--- config.mk ---
export PLATFORM = sky130hd
export DESIGN_NAME = staged_out_ctrl
export DESIGN_NICKNAME = d
export VERILOG_FILES = /design/src/rtl/staged_pkg.sv /design/src/rtl/byte_latch.sv /design/src/rtl/stage_buf.sv /design/src/rtl/out_regs.sv /design/src/rtl/staged_out_ctrl.sv
export SDC_FILE = /design/constraint.sdc
export NUM_CORES = 1
export LEC_CHECK = 0
export ABC_AREA = 0
export BUFFER_PORTS_ARGS = -buffer_cell sky130_fd_sc_hd__clkbuf_2
export CORE_MARGIN = 2
export CORE_UTILIZATION = 52
export DETAILED_ROUTE_END_ITERATION = 8
export PLACE_DENSITY = 0.79
export SLEW_MARGIN = 40
export SYNTH_ARGS = -nofsm -noshare
export SYNTH_HDL_FRONTEND = slang
export SYNTH_SLANG_ARGS = --single-unit
export TNS_END_PERCENT = 50
--- constraint.sdc ---
create_clock -name clk -period 1.53 [get_ports clk]
set_input_delay 0.153 -clock clk [delete_from_list [all_inputs] [get_ports clk]]
set_output_delay 0.153 -clock clk [all_outputs]
set_load 0.02 [all_outputs]
--- src/rtl/staged_pkg.sv ---
// Shared definitions for the staged output update controller.
// Assumes nothing beyond a single clock domain.
package staged_pkg;
    typedef enum logic {
        UPD_ON_ACK  = 1'b0,
        UPD_ON_STOP = 1'b1
    } upd_mode_e;
endpackage

--- src/rtl/byte_latch.sv ---
// Holds the last received byte and its bank until it is acknowledged.
// Assumes the acknowledge for a byte comes at least one cycle after its write strobe.
module byte_latch #(
    parameter int BIDX_W = 3,
    parameter int BW     = 8
) (
    input  logic              clk,
    input  logic              rst_n,
    input  logic              wr_stb,
    input  logic [BIDX_W-1:0] wr_bank,
    input  logic [BW-1:0]     wr_data,
    input  logic              ack_stb,
    output logic              hv,
    output logic [BIDX_W-1:0] hbank,
    output logic [BW-1:0]     hdata
);
    // Capture a new byte, or drop the held one once it has been acknowledged.
    always_ff @(posedge clk) begin
        if (!rst_n) begin
            hv    <= 1'b0;
            hbank <= '0;
            hdata <= '0;
        end else if (wr_stb) begin
            hv    <= 1'b1;
            hbank <= wr_bank;
            hdata <= wr_data;
        end else if (ack_stb) begin
            hv <= 1'b0;
        end
    end


    hold_drop_chk: assert property (@(posedge clk) disable iff (!rst_n)
        (ack_stb && !wr_stb) |=> !hv);

    hold_take_chk: assert property (@(posedge clk) disable iff (!rst_n)
        wr_stb |=> (hv && hdata == $past(wr_data)));
endmodule

--- src/rtl/stage_buf.sv ---
// Per-bank staging buffer with pending flags, used in stop mode.
// Assumes sel is one-hot or zero. It produces the next staged values and the commit mask
// so that a byte acknowledged in the same cycle as a stop is included in the commit.
module stage_buf #(
    parameter int NBANK = 5,
    parameter int BW    = 8
) (
    input  logic                clk,
    input  logic                rst_n,
    input  logic                stop_mode,
    input  logic [NBANK-1:0]    sel,
    input  logic [BW-1:0]       hdata,
    input  logic                stop_stb,
    output logic [NBANK-1:0]    commit,
    output logic [NBANK*BW-1:0] stage_nx
);
    import staged_pkg::*;

    logic [BW-1:0]    stage_q [NBANK];
    logic [NBANK-1:0] pend_q;
    logic [NBANK-1:0] pend_nx;
    logic [NBANK-1:0] stage_we;
    logic [NBANK-1:0] cancel;

    assign stage_we = (upd_mode_e'(stop_mode) == UPD_ON_STOP) ? sel : '0;
    assign cancel   = (upd_mode_e'(stop_mode) == UPD_ON_ACK)  ? sel : '0;

    // Mark banks written in stop mode and clear banks overwritten directly.
    always_comb begin
        pend_nx = (pend_q | stage_we) & ~cancel;
        commit  = stop_stb ? pend_nx : '0;
    end

    genvar b;
    generate
        for (b = 0; b < NBANK; b++) begin : g_bank
            assign stage_nx[b*BW +: BW] = stage_we[b] ? hdata : stage_q[b];

            // Keep the staged byte of this bank.
            always_ff @(posedge clk) begin
                if (!rst_n) stage_q[b] <= '0;
                else        stage_q[b] <= stage_nx[b*BW +: BW];
            end
        end
    endgenerate

    // Track pending banks, all cleared by a stop.
    always_ff @(posedge clk) begin
        if (!rst_n)        pend_q <= '0;
        else if (stop_stb) pend_q <= '0;
        else               pend_q <= pend_nx;
    end


    pend_clear_chk: assert property (@(posedge clk) disable iff (!rst_n)
        stop_stb |=> (pend_q == '0));

    pend_set_chk: assert property (@(posedge clk) disable iff (!rst_n)
        (stop_mode && !stop_stb && (sel != '0)) |=> ((pend_q & $past(sel)) != '0));

    pend_cancel_chk: assert property (@(posedge clk) disable iff (!rst_n)
        (!stop_mode && (sel != '0)) |=> ((pend_q & $past(sel)) == '0));
endmodule

--- src/rtl/out_regs.sv ---
// Committed output registers, one byte per bank.
// Assumes imm_sel and commit never select the same bank in one cycle.
module out_regs #(
    parameter int NBANK = 5,
    parameter int BW    = 8
) (
    input  logic                clk,
    input  logic                rst_n,
    input  logic [NBANK-1:0]    imm_sel,
    input  logic [NBANK-1:0]    commit,
    input  logic [BW-1:0]       hdata,
    input  logic [NBANK*BW-1:0] stage_nx,
    output logic [NBANK*BW-1:0] out_q
);
    genvar b;
    generate
        for (b = 0; b < NBANK; b++) begin : g_bank
            // Load the bank directly on acknowledge, or from the staging buffer on commit.
            always_ff @(posedge clk) begin
                if (!rst_n)          out_q[b*BW +: BW] <= '0;
                else if (imm_sel[b]) out_q[b*BW +: BW] <= hdata;
                else if (commit[b])  out_q[b*BW +: BW] <= stage_nx[b*BW +: BW];
            end


            imm_load_chk: assert property (@(posedge clk) disable iff (!rst_n)
                imm_sel[b] |=> (out_q[b*BW +: BW] == $past(hdata)));

            commit_load_chk: assert property (@(posedge clk) disable iff (!rst_n)
                commit[b] |=> (out_q[b*BW +: BW] == $past(stage_nx[b*BW +: BW])));

            hold_out_chk: assert property (@(posedge clk) disable iff (!rst_n)
                (!imm_sel[b] && !commit[b]) |=> $stable(out_q[b*BW +: BW]));
        end
    endgenerate
endmodule

--- src/rtl/staged_out_ctrl.sv ---
// Top level: decides when acknowledged bytes reach the bank output registers,
// either immediately per bank or together on a stop strobe.
// Assumes strobes are single-cycle pulses from the bus slave in the same clock domain.
module staged_out_ctrl #(
    parameter int NBANK = 5,
    parameter int BW    = 8,
    localparam int BIDX_W = (NBANK > 1) ? $clog2(NBANK) : 1
) (
    input  logic                clk,
    input  logic                rst_n,
    input  logic                stop_mode,
    input  logic                wr_stb,
    input  logic [BIDX_W-1:0]   wr_bank,
    input  logic [BW-1:0]       wr_data,
    input  logic                ack_stb,
    input  logic                stop_stb,
    output logic [NBANK*BW-1:0] out_q
);
    logic              hv;
    logic [BIDX_W-1:0] hbank;
    logic [BW-1:0]     hdata;
    logic [NBANK-1:0]  sel;
    logic [NBANK-1:0]  imm_sel;
    logic [NBANK-1:0]  commit;
    logic [NBANK*BW-1:0] stage_nx;

    byte_latch #(.BIDX_W(BIDX_W), .BW(BW)) u_latch (
        .clk(clk), .rst_n(rst_n), .wr_stb(wr_stb), .wr_bank(wr_bank),
        .wr_data(wr_data), .ack_stb(ack_stb), .hv(hv), .hbank(hbank), .hdata(hdata)
    );

    // Decode the acknowledged bank; indices past the last bank select nothing.
    genvar b;
    generate
        for (b = 0; b < NBANK; b++) begin : g_sel
            assign sel[b] = ack_stb && hv && (hbank == BIDX_W'(b));
        end
    endgenerate

    assign imm_sel = stop_mode ? '0 : sel;

    stage_buf #(.NBANK(NBANK), .BW(BW)) u_stage (
        .clk(clk), .rst_n(rst_n), .stop_mode(stop_mode), .sel(sel), .hdata(hdata),
        .stop_stb(stop_stb), .commit(commit), .stage_nx(stage_nx)
    );

    out_regs #(.NBANK(NBANK), .BW(BW)) u_out (
        .clk(clk), .rst_n(rst_n), .imm_sel(imm_sel), .commit(commit),
        .hdata(hdata), .stage_nx(stage_nx), .out_q(out_q)
    );


    sel_onehot_chk: assert property (@(posedge clk) disable iff (!rst_n)
        $onehot0(sel));

    no_clash_chk: assert property (@(posedge clk) disable iff (!rst_n)
        ((imm_sel & commit) == '0));
endmodule

Word-level counts from Yosys, hierarchy flattened
Memory sizes are Yosys's and may differ from the RTL's.
Index checks and enable logic that the tools add are counted.
- ROM bits: 0
- logic and storage cells: 64
- register bits: 57
- input port bits: 17
- memories: 1
- bits in latches: 0
- RAM bits: 40
- memories (name ; depth ; width ; rd ports ; clocked after Yosys merged registers in ; write ports ; line ; RTL):
    u_stage.stage_q ; 5 ; 8 ; 5 ; 0 ; 5 ; stage_buf.sv:19 ; logic [BW-1:0] stage_q [NBANK];
- divide/modulo/power cells: 0
- eq/ne operators: 4
- add/subtract/negate cells: 0
- shifts and indexed selects: 0
- bitwise gates (word level): 9
- reductions and logical operators: 14
- muxes and demuxes: 27
- $lt $le $gt $ge: 0
- $mul: 0
- operators by type and width (kind ; number):
    $mux W8 ; 20
    $mux W5 ; 3
    $reduce_bool A2 Y1 ; 6
    $eq A3 B2 Y1 const B ; 2
    $logic_and A1 B1 Y1 ; 6
    $and A5 B5 Y5 ; 1
    $not A5 Y5 ; 1
    $or A1 B1 Y1 ; 5
    $or A5 B5 Y5 ; 1
    $mux W1 ; 4
    $eq A3 B1 Y1 const B ; 1
    $eq A3 B3 Y1 const B ; 1
    $logic_not A3 Y1 ; 1
    $reduce_or A2 Y1 ; 1
    $not A1 Y1 ; 1

Depth between registers and ports, before layout
Gate-level depths: netlist of the first run.
- depth in word-level cells: 8
- depth in mapped cells: 7

By module
From an unflattened synthesis of the first run, not the netlist that was laid out.
- cells, all modules: 433
- area, all modules: 5007.3 um^2
- by module, submodules not included (module ; cells an instance ; times used ; area an instance (um^2)):
    stage_buf ; 205 ; 1 ; 2298.5
    out_regs ; 174 ; 1 ; 2168.3
    byte_latch ; 38 ; 1 ; 447.9
    staged_out_ctrl ; 16 ; 1 ; 92.6

Worst setup path before layout of the first run
Ideal clock, no wire load.
- path kind: reg2reg
- start point: register u_latch.hbank[0]
- end point: register u_out.out_q[32]
- path slack: -87 ps
- library setup time: 124 ps
- arrival time: 1493 ps
- cell stages (with the launch flop): 7
- cells stage by stage: dfxtp_1 or3b_1 buf_6 nor3_2 or2_1 buf_6 a21oi_1
- word-level cells in the longest chain between the ends: 7
- RTL lines (what ; line ; RTL):
    start, declared ; byte_latch.sv:14 ; output logic [BIDX_W-1:0] hbank,
    start signal, assigned ; byte_latch.sv:25 ; hbank <= wr_bank;
    $eq A3 B3 Y1 * ; staged_out_ctrl.sv:36 ; assign sel[b] = ack_stb && hv && (hbank == BIDX_W'(b));
    $logic_and A1 B1 Y1 * ; staged_out_ctrl.sv:36 ;
    $mux W5, on equally long branches ; stage_buf.sv:25, stage_buf.sv:26, staged_out_ctrl.sv:40 ;
    $or A5 B5 Y5 or $not A5 Y5 (tied branches) ; stage_buf.sv:30 ; pend_nx = (pend_q | stage_we) & ~cancel;
    $and A5 B5 Y5 ; stage_buf.sv:30 ;
    $mux W5 ; stage_buf.sv:31 ; commit = stop_stb ? pend_nx : '0;
    $reduce_bool A2 Y1 (no source line) ; - ;
    end signal, assigned by index ; out_regs.sv:21 ; else if (imm_sel[b]) out_q[b*BW +: BW] <= hdata;
    end signal, assigned by index ; out_regs.sv:22 ; else if (commit[b]) out_q[b*BW +: BW] <= stage_nx[b*BW +: BW];
    end, declared ; out_regs.sv:13 ; output logic [NBANK*BW-1:0] out_q
Every way passes the cells marked *; elsewhere a longest branch is shown, timed or not. The select of a mux whose other input is x is not followed.
A chain may end at the register's enable or synchronous reset.

==> impl_metrics.ini, run 1 <==
[status]
outcome = finished, violations left
violations = setup timing

[die]
fp.dieW_um = 94.6
rows = 33
start_util_pct = 52.7
core_sq_um = 8090
dieHeight_um = 94.6
io_pins = 57
dieArea_sq_um = 8940

[synth]
syn_nets = 444
synth_top_family_by_area = multiplexers
synth_top_area_cell = dfxtp_1
synth-xor-area-share_pct = 0
yosysUniqueCellTypes = 34
yosysTopAreaCellShare_pct = 45.5
yosys-top-cells-area = dfxtp_1 46%, mux2i_1 21%, nor2b_1 8.2%
synth_seq_area_share_pct = 45.5
avgSynthCellArea_sq_um = 9.99
ys_seq_elements = 97
ys_warn_count = 0
synth_compound_area_share_pct = 13.7
synth_simple_gate_area_share_pct = 14.0
synth_fa_ha_area_share_pct = 0
netlist_area_sq_um = 4270
synthCells = 427
synth.area.mux_share_pct = 21.4

[detailed_routing]
dr.pass1.iters = 4
vias = 3235
drtAntennaViolNets = 0
wl_per_cell_um = 15.9
avgViaCountPerCell = 5.44
drt_iter0_drc = 143
drt-total-wl_um = 9440
drcViolationCount = 0

[hold_path]
min_path_type = primary input to flip-flop

[place]
dp_cells = 582
dp.final_hpwl_um = 6470
globalplace.congestion = 0.770
io_buffers = 56
place_ws_ns = -0.113

[timing]
grt_setup_unrepaired = true
period_share_pct = 101
tightest_slew_ns = 0.466
hold_viol = 0
fin_skew_ns = 0.00581
slew_headroom_pct = 68.9
slew_violations = 0
fmax_mhz = 644
finalSetupViolations = 5
fin_ws_ns = -0.0223
final.min_clock_period_ns = 1.55

[global_route]
grt-ovfl-total = 0
grt_start_max_net_pins = 37
grtUsageTotal_pct = 21.9
grt_pass1_vias = 3139
grt_pass1_wl_um = 15300
antenna_found_initial = 0

[setup_path]
start_kind = flip-flop
endpoint_kind = flip-flop
arrival_ns = 1.81
path_max_fanout = 4
critPathKind = flip-flop to flip-flop
crit_required_ns = 1.79

[finish]
nFillCells = 664
antenna_cells = 0
final_cells = 595
multiInputGateArea_sq_um = 2260
synthToLayoutAreaGrowth_pct = 21.8
regArea_sq_um = 1940
drive_gt1_share_pct = 28.4
final_nets = 506

[clocking]
clk_latency_ns = 0.36
cts_tree = yes
cts_root_buffer = clkbuf_8
clk_pin_slew_ns = 0.08
numClockSinks = 97
cts_hold_buf = 0
cts_htree_levels = 3
cts_made_buffers = 9
clk_path_buf_depth = 2

[run]
maxCapViolCount = 0

[pwr]
power_density_nw_per_um2 = 886
vdd_ir_drop_max_v = 0.000482
leakage_nw = 2.41
cell usage in the layout (no fill, tap or decap), types with 2 or more instances in the layout:
| cell | n |
|---|---|
| nand2b_1 | 2 |
| buf_4 | 23 |
| nand3b_1 | 2 |
| clkbuf_8 | 10 |
| o31ai_2 | 6 |
| nor2b_1 | 54 |
| mux2i_1 | 89 |
| clkbuf_2 | 56 |
| a31o_4 | 2 |
| a21oi_2 | 2 |
| inv_1 | 9 |
| o21ai_0 | 17 |
| buf_6 | 5 |
| o31ai_1 | 15 |
| buf_12 | 7 |
| o31ai_4 | 3 |
| a211oi_1 | 8 |
| a221oi_1 | 7 |
| and3b_2 | 2 |
| a21oi_1 | 27 |
| dfxtp_1 | 95 |
| mux2i_2 | 2 |
| dfxtp_2 | 2 |
| nand3_1 | 5 |
| or2_4 | 2 |
| nand2_1 | 6 |
| and2_1 | 5 |
| nor3_1 | 8 |
Yosys cell counts:
cell	instances
dfxtp_1	97
mux2i_1	91
nor2b_1	56
a21oi_1	28
o31ai_1	24
clkbuf_1	22
o21ai_0	17
buf_2	9
inv_1	9
a211oi_1	8
a221oi_1	8
nor3_1	8
and2_1	6
nand2_1	6
buf_1	5
nand3_1	5
buf_6	3
a31o_2	2
and3_1	2
and3b_1	2
buf_4	2
nand2_2	2
nand2b_1	2
nand3b_1	2
or2_1	2
a21oi_2	1
nor2_1	1
nor2_4	1
nor3_2	1
o21a_1	1
o21ai_2	1
o21bai_1	1
or3_1	1
or3b_1	1
critical path, cell delays in order, from the launching register on:
cell and delay [ns]:
dfxtp_2 0.33, or3b_4 0.41, or3_4 0.34, buf_2 0.17, mux2i_1 0.15, nor2b_1 0.06
path summary, 6_finish.rpt:
check | start | to | slack [ns] | cells after the start
worst max-delay path | u_latch.hbank[1] | u_stage.stage_q[4][4] | -0.02 | 5
worst min-delay path | wr_data[0] | u_latch.hdata[0] | 0.06 | 3
worst max register to register | u_latch.hbank[1] | u_stage.stage_q[4][4] | -0.02 | 5
worst min register to register | u_stage.pend_q[1] | u_stage.pend_q[1] | 0.45 | 2
cell type report:
type                            instances  area share (%)
Clock buffer                           11            2.72
Clock inverter                          1           0.578
Inverter                                9           0.650
Multi-Input combinational cell        280            43.5
Sequential cell                        97            37.4
Tap cell                              105            2.53
Timing Repair Buffer                   92            12.6
report_power, final:
group          total, W  internal (W)  switching [W]
clock network   0.00155      0.000766       0.000782
logic          0.000433      0.000195       0.000239
registers       0.00262       0.00257      0.0000515
stage by stage:
stage / instance area [sq um] / utilization, % / hold WS, ns / setup TNS [ns] / total power (W)
after global routing: 5190 / 64.2 / 0.0518 / -0.815 / 0.00476
after floorplan: 4270 / - / 0.322 / -0.725 / 0.00291
after CTS: 5040 / 62.3 / 0.0442 / -0.0298 / 0.00459
after global placement: 4840 / 59.8 / 0.415 / -0.0928 / 0.00306
after detailed placement: 4840 / 59.8 / 0.424 / -1.18 / 0.00307
final: 5190 / 64.2 / 0.0556 / -0.0792 / 0.00460
routing by layer:
metal / GRT usage, % / wire length, um
met5: 0 / 0
met4: 11.5 / 306
met3: 2.79 / 274
met2: 36.1 / 4450
met1: 28.2 / 4410
flip-flops by register name, indices dropped and copies added (netlist names):
signal,cells
u_out.out_q,40
u_latch.hbank,3
u_latch.hdata,8
u_stage.pend_q,5
u_stage.stage_q,40
u_latch.hv,1
logic make-up (layout without fill, tap and decap cells):
group	count (synthesis)	after routing
simple gates	98	98
flops	97	97
compound gates	91	91
mux	91	91
buf+inv	50	113
what timing repair did:
action                                  in CTS  in global routing
gates resized for setup                     10                 32
endpoints found under the setup margin      40                 45
pin swaps                                    3                  8
setup buffers                                0                  0
cloned                                       0                  1
Note: power is estimated with default switching activity, not from simulation.
==> run 2: changes to the inputs <==
CORE_ASPECT_RATIO = 1.2   (was default)
==> run 2 against run 1 <==
Effect of this change:
- the run still ends with setup timing left
- clock skew up 0.0037 ns
- die area is essentially flat
- first-iteration DRC count down 8.4%
- maximum frequency decreased by 1.8%
- clock-buffer cell count down 1
- critical path type unchanged
==> impl_metrics.ini, run 2 (synthesized netlist as in run 1, its figures left out) <==
[setup_path]
start_kind = flip-flop
crit_required_ns = 1.84
endpoint_kind = flip-flop
cp-endpoint = u_stage.stage_q[4][7]
crit_buf_inv = 1
cp-startpoint = u_latch.hbank[2]
r2r_start = u_latch.hbank[2]
path_max_fanout = 4
path_cells = or3b_4 > or3_4 > clkbuf_4 > mux2i_1 > nor2b_1
r2r-end = u_stage.stage_q[4][7]
reg2reg_depth = 5
slowest_stage = or3b_4
slowest_delay_ns = 0.38
cpLargestDelayFamily = simple AND/OR/NAND/NOR gates
r2r_slack_ns = -0.05
arrival_ns = 1.89
worst-path-stages = 5
critPathKind = flip-flop to flip-flop

[die]
dieArea_sq_um = 8950
dieHeight_um = 103
core_sq_um = 8060
io_pins = 57
start_util_pct = 52.9
rows = 36
fp.dieW_um = 86.7

[clocking]
cts_hold_buf = 0
cts_root_buffer = clkbuf_8
cts_htree_levels = 3
cts_made_buffers = 9
clk_pin_slew_ns = 0.09
clk_path_buf_depth = 2
numClockSinks = 97
cts_tree = yes
clk_latency_ns = 0.38

[status]
violations = setup timing
outcome = finished, violations left

[detailed_routing]
avgViaCountPerCell = 5.67
wl_met3_um = 378
wl_met2_um = 4830
drt-total-wl_um = 9850
wl_per_cell_um = 16.8
drtAntennaViolNets = 0
met1_length_um = 4510
vias = 3336
dr.pass1.iters = 4
highest_layer = met4
drcViolationCount = 0
drt_iter0_drc = 131

[pwr]
vdd_ir_drop_max_v = 0.000573
leakage_nw = 2.40
power_switching_w = 0.00119
power_density_nw_per_um2 = 899
internal_power_w = 0.00357
p_comb_share_pct = 8.9
seq_power_share_pct = 55.3
swShare_pct = 25.0
pwr-share-clk_pct = 35.8

[place]
globalplace.congestion = 0.830
dp.final_hpwl_um = 6410
place_ws_ns = -0.0968
io_buffers = 56

[finish]
top_regs = u_out.out_q: 40 flops, u_stage.stage_q: 40 flops, u_latch.hdata: 8 flops
drive_gt1_share_pct = 32.3
final_nets = 505
final_common_cell = dfxtp_1
final_util_pct = 65.8
synthToLayoutAreaGrowth_pct = 24.3
final_cell_mix = 93 x dfxtp_1, 85 x mux2i_1, 56 x clkbuf_2, 54 x nor2b_1
antenna_cells = 0

[timing]
tightest_slew_ns = 0.603
fin_skew_ns = 0.00948
slew_violations = 0
holdWs_ns = 0.0365
period_share_pct = 103
fin_tns_setup_ns = -0.239
slew_headroom_pct = 59.8
fmax_mhz = 632
final.min_clock_period_ns = 1.58
finalSetupViolations = 11
hold_viol = 0
grt_setup_unrepaired = true
fin_ws_ns = -0.0512

[global_route]
grt_pass1_vias = 3215
grt-ovfl-total = 0
antenna_found_initial = 0
grt_start_max_net_pins = 29
grt_pass1_wl_um = 15700
grtUsageTotal_pct = 22.5

[run]
maxCapViolCount = 0

[hold_path]
min_path_type = primary input to flip-flop
==> run 2: cell types whose count changed in the layout (fill, tap and decap cells not counted), moves of 3 or more <==
cell	delta
mux2i_4	+4
o31ai_2	+3
a221oi_1	-4
a21oi_2	+5
a221oi_2	+4
mux2i_1	-4
a21oi_1	-5
==> run 2: final cells by class <==
cell class	instances	area [sq um]
clock buffers	10	138
flip-flops and latches	97	1950
fillers	619	2760
repair buffers	90	647
multi-input cells	281	2350
inverters	9	33.8
well taps	95	119
clock inverters	6	66.3
==> run 2: what timing repair did <==
item,4_1_cts,5_1_grt
resized for setup,16,47
endpoints found under the hold margin,0,0
pin swaps,5,7
setup endpoints to repair,40,50
buffers inserted,0,1
gates cloned,0,2
==> run 2: routing by layer <==
layer | track usage, % | up-vias
li1 | - | 1643
met1 | 29.0 | 1612
met2 | 37.2 | 68
met3 | 5.08 | 13
met4 | 7.81 | 0
met5 | 0 | -
==> run 2: worst min-delay path, cell delays in order <==
cell and delay [ns]:
clkbuf_2 0.08, mux2i_1 0.06, nor2b_1 0.09
==> run 2: worst min path at each step <==
stage | startpoint | end | depth (start not counted)
CTS | wr_data[0] | u_latch.hdata[0] | 3
global route | wr_data[1] | u_latch.hdata[1] | 3
floorplan | wr_bank[1] | u_latch.hbank[1] | 2
global placement | wr_data[2] | u_latch.hdata[2] | 3
finish | wr_data[0] | u_latch.hdata[0] | 3
detailed placement | wr_data[0] | u_latch.hdata[0] | 3
==> run 2: metrics by stage <==
stage / cells / total power, W / cell area, sq um
after CTS: 585 / 0.00476 / 5070
after floorplan: 427 / 0.00291 / 4270
after global routing: 588 / 0.00494 / 5300
final: 588 / 0.00477 / 5300
after global placement: 569 / 0.00306 / 4800
after detailed placement: 569 / 0.00307 / 4800
==> run 2: power by group through the flow <==
stage / clock network (W) / logic [W] / registers [W]
final: 0.00171 / 0.000424 / 0.00264
after global routing: 0.00184 / 0.000455 / 0.00264
after CTS: 0.00173 / 0.000392 / 0.00263
after detailed placement: 0 / 0.000378 / 0.00269
after global placement: 0 / 0.000372 / 0.00269
after floorplan: 0 / 0.000227 / 0.00269
==> run 3: changes to the inputs <==
CORE_UTILIZATION = 55   (was 52)
PLACE_DENSITY = default   (was 0.79)
PLACE_DENSITY_LB_ADDON = 0.2   (was default)
RECOVER_POWER = 50   (was default)
clock period = 1.8 ns   (was 1.53 ns; I/O delays follow)
==> run 3 against run 2 <==
Effect of this change:
- the run now ends clean
- clock power is essentially flat
- cell area shrank 9.4%
- sequential share of layout area grew 3.7 points
- critical path depth shrank 1
- power shrank 11%
- global-route usage shrank 0.10 points
- setup slack gained 0.15 ns
- critical endpoint unchanged
- via count shrank 4.6%
==> impl_metrics.ini, run 3 (synthesized netlist as in run 1, its figures left out) <==
[detailed_routing]
wl_per_cell_um = 16.5
drcViolationCount = 0
drt_iter0_drc = 164
avgViaCountPerCell = 5.58
drtAntennaViolNets = 0
vias = 3183
drt-total-wl_um = 9420
dr.pass1.iters = 4

[die]
dieHeight_um = 100
io_pins = 57
dieArea_sq_um = 8480
fp.dieW_um = 84.4
start_util_pct = 56.0
core_sq_um = 7620
rows = 35

[timing]
fmax_mhz = 587
final.min_clock_period_ns = 1.70
finalSetupViolations = 0
fin_skew_ns = 0.0112
holdWs_ns = 0.0805
tightest_slew_ns = 1.24
slew_violations = 0
period_share_pct = 94.6
grt_setup_unrepaired = false
slew_headroom_pct = 17.3
fin_tns_setup_ns = 0
hold_viol = 0

[place]
placed_cell_area_sq_um = 4620
io_buffers = 56
dp.final_hpwl_um = 6320
globalplace.congestion = 0.822

[finish]
top_regs = u_out.out_q: 40 flops, u_stage.stage_q: 40 flops, u_latch.hdata: 8 flops
nFillCells = 678
final_cell_mix = 97 x dfxtp_1, 91 x mux2i_1, 56 x nor2b_1, 42 x clkbuf_1, 28 x a21oi_1
drive_gt1_share_pct = 12.3
final_nets = 490
final_common_cell = dfxtp_1
antenna_cells = 0
postLayoutCellArea_sq_um = 4800
synthToLayoutAreaGrowth_pct = 12.6

[clocking]
clk_latency_ns = 0.37
numClockSinks = 97
cts_root_buffer = clkbuf_8
clk_path_buf_depth = 2
clk_pin_slew_ns = 0.09
cts_htree_levels = 3
cts_made_buffers = 9
cts_tree = yes
cts_setup_buffers = 0

[pwr]
p_comb_share_pct = 6.7
power_switching_w = 0.000997
vdd_ir_drop_max_v = 0.000618
internal_power_w = 0.00323
seq_power_share_pct = 52.9
pwr-share-clk_pct = 40.4
leakage_nw = 2.17
swShare_pct = 23.6
power_density_nw_per_um2 = 881

[global_route]
grtUsageTotal_pct = 22.4
grt_pass1_wl_um = 15100
antenna_found_initial = 0
grt_start_max_net_pins = 37
grt_pass1_vias = 3014
grt-ovfl-total = 0

[setup_path]
reg2reg_depth = 4
path_cells = or3b_1 > or3_1 > mux2i_1 > nor2b_1
slowest_stage = or3_1
start_kind = flip-flop
crit_required_ns = 2.05
arrival_ns = 1.96
path_max_fanout = 9
critPathKind = flip-flop to flip-flop
slowest_delay_ns = 0.54
endpoint_kind = flip-flop

[hold_path]
min_path_cells = 3
min_path_type = primary input to flip-flop

[run]
maxCapViolCount = 0

[status]
outcome = finished, final reports clean
-- run 3: routing by layer --
metal / routed length [um] / track usage [%] / vias to the layer above
met5: 0 / 0 / -
met4: 133 / 7.20 / 0
met3: 349 / 4.01 / 10
met2: 4380 / 36.0 / 61
met1: 4550 / 30.7 / 1514
li1: - / - / 1598
-- run 3: area by class of cell --
class                      instances  area (sq um)  share of cell area, %
clock buffer                      10           128                   2.66
sequential                        97          1940                   40.4
multi-input combinational        280          2100                   43.6
tap                               92           115                   2.40
inverter                           9          33.8                  0.703
timing repair buffer              76           374                   7.79
clock inverter                     6           115                   2.40
-- run 3: repair_timing --
item,4_1_cts,5_1_grt
gates resized for setup,0,1
endpoints found under the setup margin,0,14
hold buffers,0,0
-- run 3: path summary, 6_finish.rpt --
path / start / end / slack, ns
max reg2reg: u_latch.hbank[2] / u_stage.stage_q[4][7] / 0.1
min: wr_data[5] / u_latch.hdata[5] / 0.08
min reg2reg: u_stage.pend_q[2] / u_stage.pend_q[2] / 0.46
max: u_latch.hbank[2] / u_stage.stage_q[4][7] / 0.1
-- run 3: worst max-delay path: cells and delay by family (launching register included) --
family	cells	cell delay, ns
muxes	1	0.26
DFF	1	0.35
and+or+nand+nor	3	0.99
-- run 3: stage by stage --
step | setup WS [ns] | util [%] | power (W) | instances
finish | 0.0970 | 63.0 | 0.00423 | 570
global placement | 0.183 | 60.6 | 0.00257 | 554
CTS | 0.0424 | 63.8 | 0.00425 | 570
detailed placement | 0.0620 | 60.6 | 0.00258 | 554
global route | 0.00190 | 63.0 | 0.00437 | 570
floorplan | 0.183 | - | 0.00248 | 427
-- run 3: power groups by stage --
stage	Sequential [W]	Combinational, W	Clock (W)
after CTS	0.00224	0.000287	0.00173
after global routing	0.00225	0.000307	0.00182
after global placement	0.00229	0.000281	0
after detailed placement	0.00229	0.000285	0
after floorplan	0.00228	0.000192	0
final	0.00224	0.000282	0.00171
